`src/rtl/crc16_pkg.sv`:
```
package crc16_pkg;

    localparam int          CRC_W    = 16;
    localparam logic [15:0] CRC_POLY = 16'h1021;
    localparam logic [15:0] CRC_INIT = 16'hFFFF;

    typedef enum logic {
        FEED_ABSORB = 1'b0,
        FEED_EMIT   = 1'b1
    } feed_mode_e;

    typedef struct packed {
        logic step;
        logic din;
    } feed_t;

    typedef struct packed {
        logic clear;
        logic sample;
    } verdict_ctl_t;

endpackage

```
`src/rtl/crc16_feed_sel.sv`:
```
module crc16_feed_sel
    import crc16_pkg::*;
(
    input  feed_mode_e mode,
    input  logic       bit_en,
    input  logic       data_bit,
    input  logic       reg_msb,
    output feed_t      feed,
    output logic       tx_bit
);
    // Emitting equals absorbing the register's own top bit: feedback cancels.
    always_comb begin
        feed.step = bit_en;
        feed.din  = (mode == FEED_EMIT) ? reg_msb : data_bit;
        tx_bit    = reg_msb;
    end
endmodule

```
`src/rtl/crc16_lfsr.sv`:
```
module crc16_lfsr
    import crc16_pkg::*;
#(
    parameter int           W    = CRC_W,
    parameter logic [W-1:0] POLY = CRC_POLY,
    parameter logic [W-1:0] INIT = CRC_INIT
) (
    input  logic         clk,
    input  logic         rst,
    input  logic         preset,
    input  feed_t        feed,
    output logic [W-1:0] state
);
    logic         fb;
    logic [W-1:0] nxt;

    assign fb = feed.din ^ state[W-1];

    generate
        for (genvar i = 0; i < W; i++) begin : g_tap
            if (i == 0) begin : g_lsb
                assign nxt[i] = POLY[i] & fb;
            end else begin : g_upper
                assign nxt[i] = state[i-1] ^ (POLY[i] & fb);
            end
        end
    endgenerate

    always_ff @(posedge clk) begin
        if (rst || preset) begin
            state <= INIT;
        end else if (feed.step) begin
            state <= nxt;
        end
    end
endmodule

```
`src/rtl/crc16_verdict.sv`:
```
module crc16_verdict
    import crc16_pkg::*;
#(
    parameter int W = CRC_W
) (
    input  logic         clk,
    input  logic         rst,
    input  verdict_ctl_t ctl,
    input  logic [W-1:0] state,
    output logic         err
);
    always_ff @(posedge clk) begin
        if (rst || ctl.clear) begin
            err <= 1'b0;
        end else if (ctl.sample) begin
            err <= |state;
        end
    end
endmodule

```
`src/rtl/crc16_engine.sv`:
```
module crc16_engine
    import crc16_pkg::*;
#(
    parameter int           W    = CRC_W,
    parameter logic [W-1:0] POLY = CRC_POLY,
    parameter logic [W-1:0] INIT = CRC_INIT
) (
    input  logic         clk,
    input  logic         rst,
    input  logic         preset_i,
    input  logic         bit_en_i,
    input  logic         mode_i,
    input  logic         bit_i,
    input  logic         check_i,
    output logic         tx_bit_o,
    output logic [W-1:0] remainder_o,
    output logic         err_o
);
    feed_t        feed;
    verdict_ctl_t vctl;
    feed_mode_e   mode;

    assign mode        = feed_mode_e'(mode_i);
    assign vctl.clear  = preset_i;
    assign vctl.sample = check_i;

    crc16_feed_sel u_sel (
        .mode     (mode),
        .bit_en   (bit_en_i),
        .data_bit (bit_i),
        .reg_msb  (remainder_o[W-1]),
        .feed     (feed),
        .tx_bit   (tx_bit_o)
    );

    crc16_lfsr #(.W(W), .POLY(POLY), .INIT(INIT)) u_lfsr (
        .clk    (clk),
        .rst    (rst),
        .preset (preset_i),
        .feed   (feed),
        .state  (remainder_o)
    );

    crc16_verdict #(.W(W)) u_verdict (
        .clk   (clk),
        .rst   (rst),
        .ctl   (vctl),
        .state (remainder_o),
        .err   (err_o)
    );
endmodule

```
`config.mk`:
```
export PLATFORM = sky130hd
export DESIGN_NAME = crc16_engine
export DESIGN_NICKNAME = d
export VERILOG_FILES = /design/src/rtl/crc16_pkg.sv /design/src/rtl/crc16_feed_sel.sv /design/src/rtl/crc16_lfsr.sv /design/src/rtl/crc16_verdict.sv /design/src/rtl/crc16_engine.sv
export SDC_FILE = /design/constraint.sdc
export NUM_CORES = 1
export LEC_CHECK = 0
export BUFFER_PORTS_ARGS = -buffer_cell sky130_fd_sc_hd__buf_2
export CAP_MARGIN = 20
export CORE_ASPECT_RATIO = 0.7
export CORE_MARGIN = 8
export CORE_UTILIZATION = 38
export CTS_BUF_LIST = sky130_fd_sc_hd__clkbuf_8
export DETAILED_ROUTE_END_ITERATION = 7
export PLACE_DENSITY = 0.71
export SYNTH_ARGS = -nofsm -noshare
export SYNTH_HDL_FRONTEND = slang
export SYNTH_SLANG_ARGS = --single-unit
```
`constraint.sdc`:
```
create_clock -name clk -period 1.85 [get_ports clk]
set_clock_uncertainty 0.2 [all_clocks]
set_input_delay 0 -clock clk [delete_from_list [all_inputs] [get_ports clk]]
set_output_delay 0 -clock clk [all_outputs]
set_load 0.01 [all_outputs]
```
==> results.json <==
{
  "overflow": 0,
  "drive_gt1_share_pct": 31.7,
  "ys_seq_area_share_pct": 43.1,
  "tightest_slew_ps": 511,
  "synthesis.nets": 91,
  "arrival_ps": 1680,
  "ant_nets": 0,
  "synth_top_family_by_area": "buffers and inverters",
  "cellInternalPower_uw": 549,
  "num_vias": 615,
  "synth_compound_gate_area_share_pct": 9.51,
  "io_pins": 25,
  "grt_pass1_vias": 661,
  "endpoint_kind": "register",
  "synth-xor-area-share_pct": 1.11,
  "nets": 109,
  "cts_buffers": 3,
  "status": "completed",
  "p_sw_share_pct": 22.5,
  "clockRootBuffer": "clkbuf_8",
  "grt_max_degree": 24,
  "p_clk_share_pct": 38.4,
  "avgViaCountPerCell": 5.00,
  "initial_core_util_pct": 41.5,
  "yosys_warnings": 0,
  "netlist_area_um2": 790,
  "synth-adder-area-share_pct": 0,
  "critPathRequiredTime_ps": 1790,
  "critical_path_class": "reg -> reg",
  "hold_class": "in -> reg",
  "hold_violations": 0,
  "fin_util_pct": 48.8,
  "synthMuxAreaShare_pct": 13.9,
  "clkSinkCount": 17,
  "drc": 0,
  "grt_first_pass_wirelength_um": 3000,
  "p_switching_uw": 159,
  "cp-start-kind": "register",
  "drt_pass1_iterations": 2,
  "synth_top_area_cell": "dfxtp_1",
  "dp_hpwl_um": 1300,
  "clk_pin_slew_ps": 70,
  "fmax_mhz": 576,
  "drv_slew": 0,
  "setup_tns_ps": 0,
  "min_period_over_period_pct": 93.9,
  "post_cts_buffers": 0,
  "grt_antenna_before_repair": 0,
  "synth-seq-cells": 17,
  "rsz0062_at_grt": "false",
  "port_buffers": 24,
  "coreArea_um2": 1900,
  "leakagePower_nw": 0.400,
  "drv_cap": 0,
  "path_max_fanout": 5,
  "finalSetupViolCount": 0,
  "power_density_nw_per_um2": 763,
  "fp.dieArea_um2": 3820,
  "track_usage_pct": 9.72,
  "sequentialPowerShare_pct": 53.0,
  "placementRows": 13,
  "diodes": 0,
  "drt_wl_total_um": 1730,
  "syn_avg_cell_area_um2": 9.40,
  "place_congestion": 0.756,
  "ys_types": 21,
  "die_y_um": 54.1,
  "htree_num_levels": 1,
  "cts_tree": "done",
  "synth_top_area_share_pct": 43.1,
  "p_total_uw": 709,
  "area_growth_pct": 17.6,
  "relSlewSlack_pct": 65.9,
  "clock_latency_ps": 250,
  "layout_min_cycle_time_ps": 1740,
  "drt_iter0_drc": 12,
  "synthSimpleGateAreaFrac_pct": 16.0,
  "synthCells": 84,
  "combinationalPowerShare_pct": 8.6,
  "die_w_um": 70.5,
  "wl_per_cell_um": 14.1,
  "ir_drop_v": 0.000449,
  "clock_path_buffers": 2,
  "synth.area.top_cells": "dfxtp_1, buf_4, mux2i_1"
}
-- per-stage QoR --
stage | instance area, µm² | setup WS (ps) | instances | hold WS, ps
2_1_floorplan | 790 | 391 | 84 | -42.2
3_3_place_gp | 823 | 436 | 114 | 91.4
3_5_place_dp | 823 | 335 | 114 | 112
4_1_cts | 930 | 4.80 | 124 | 46.2
5_1_grt | 928 | 20.0 | 123 | 77.4
6_report | 928 | 113 | 123 | 51.5
-- placed cells by master (no fill, tap or decap), types with 2 or more instances in the layout --
cell	instances
mux2i_1	11
o211ai_1	2
nor2_1	2
dfxtp_1	16
buf_2	24
nor3_1	2
o2111ai_1	2
nand2_1	15
inv_1	2
o311a_1	2
o21ai_0	2
dlygate4sd3_1	5
clkbuf_8	3
nor4_1	2
or4_1	2
-- power groups by stage --
| stage | Sequential [mW] | Combinational [mW] | Clock (mW) |
|---|---|---|---|
| finish | 0.376 | 0.0608 | 0.272 |
| global route | 0.376 | 0.0668 | 0.300 |
| CTS | 0.375 | 0.0614 | 0.282 |
| detailed placement | 0.384 | 0.0515 | 0 |
| global placement | 0.384 | 0.0500 | 0 |
| floorplan | 0.384 | 0.0348 | 0 |
-- routing by layer --
layer / track usage [%] / share of wire, % / up-vias
met5: 0 / 0 / -
met4: 2.99 / 0 / 0
met3: 4.40 / 6.8 / 0
met2: 14.8 / 41 / 18
li1: - / - / 312
met1: 12.1 / 52 / 285
-- synth_stat cells, drive strengths merged --
| cell type | number |
|---|---|
| or4 | 2 |
| o21ai | 2 |
| o211ai | 2 |
| xnor2 | 1 |
| dfxtp | 17 |
| mux2i | 11 |
| clkbuf | 1 |
| o311a | 2 |
| nor4 | 2 |
| buf | 16 |
| nor3 | 2 |
| and3 | 1 |
| nor2 | 2 |
| o21a | 1 |
| or4b | 1 |
| o2111ai | 2 |
| nand2 | 15 |
| a21oi | 1 |
| or2 | 1 |
| inv | 2 |
-- worst paths after layout --
check                                 startpoint          endpoint  slack [ps]  cells past startpoint
worst min register to register  u_lfsr.state[10]  u_lfsr.state[11]         310                      2
worst max-delay path            u_lfsr.state[15]   u_lfsr.state[0]         110                      4
worst max register to register  u_lfsr.state[15]   u_lfsr.state[0]         110                      4
worst min-delay path                    bit_en_i  u_lfsr.state[11]          50                      3
-- cell type report --
class | count | area [µm²]
Fill cell | 187 | 975
Sequential cell | 17 | 342
Multi-Input combinational cell | 48 | 328
Timing Repair Buffer | 30 | 178
Clock buffer | 3 | 41.3
Tap cell | 22 | 27.5
Inverter | 2 | 7.51
Clock inverter | 1 | 5.00
-- cells by family (layout without fill, tap and decap cells) --
family	after synthesis	in the layout
muxes	11	11
DFF	17	17
xor gates and xnor gates	1	1
buffers and inverters	19	36
and+or+nand+nor	26	26
AOI/OAI and AO/OA	10	10
-- worst max-delay path: stages (launching register included) --
cell and delay, ps:
dfxtp_2 350, xnor2_2 280, o21a_1 150, o21ai_0 80
dlygate4sd3_1 570
-- state kept, by name, indices dropped and copies added, names as in the netlist --
name and count:
u_lfsr.state 16, u_verdict.err 1
-- what timing repair did --
item | 4_1_cts | 5_1_grt
endpoints found under the hold margin | 17 | 0
endpoints found under the setup margin | 0 | 3
hold buffers | 6 | 0
gates resized for setup | 0 | 2
Power figures use the tool's default switching activity.
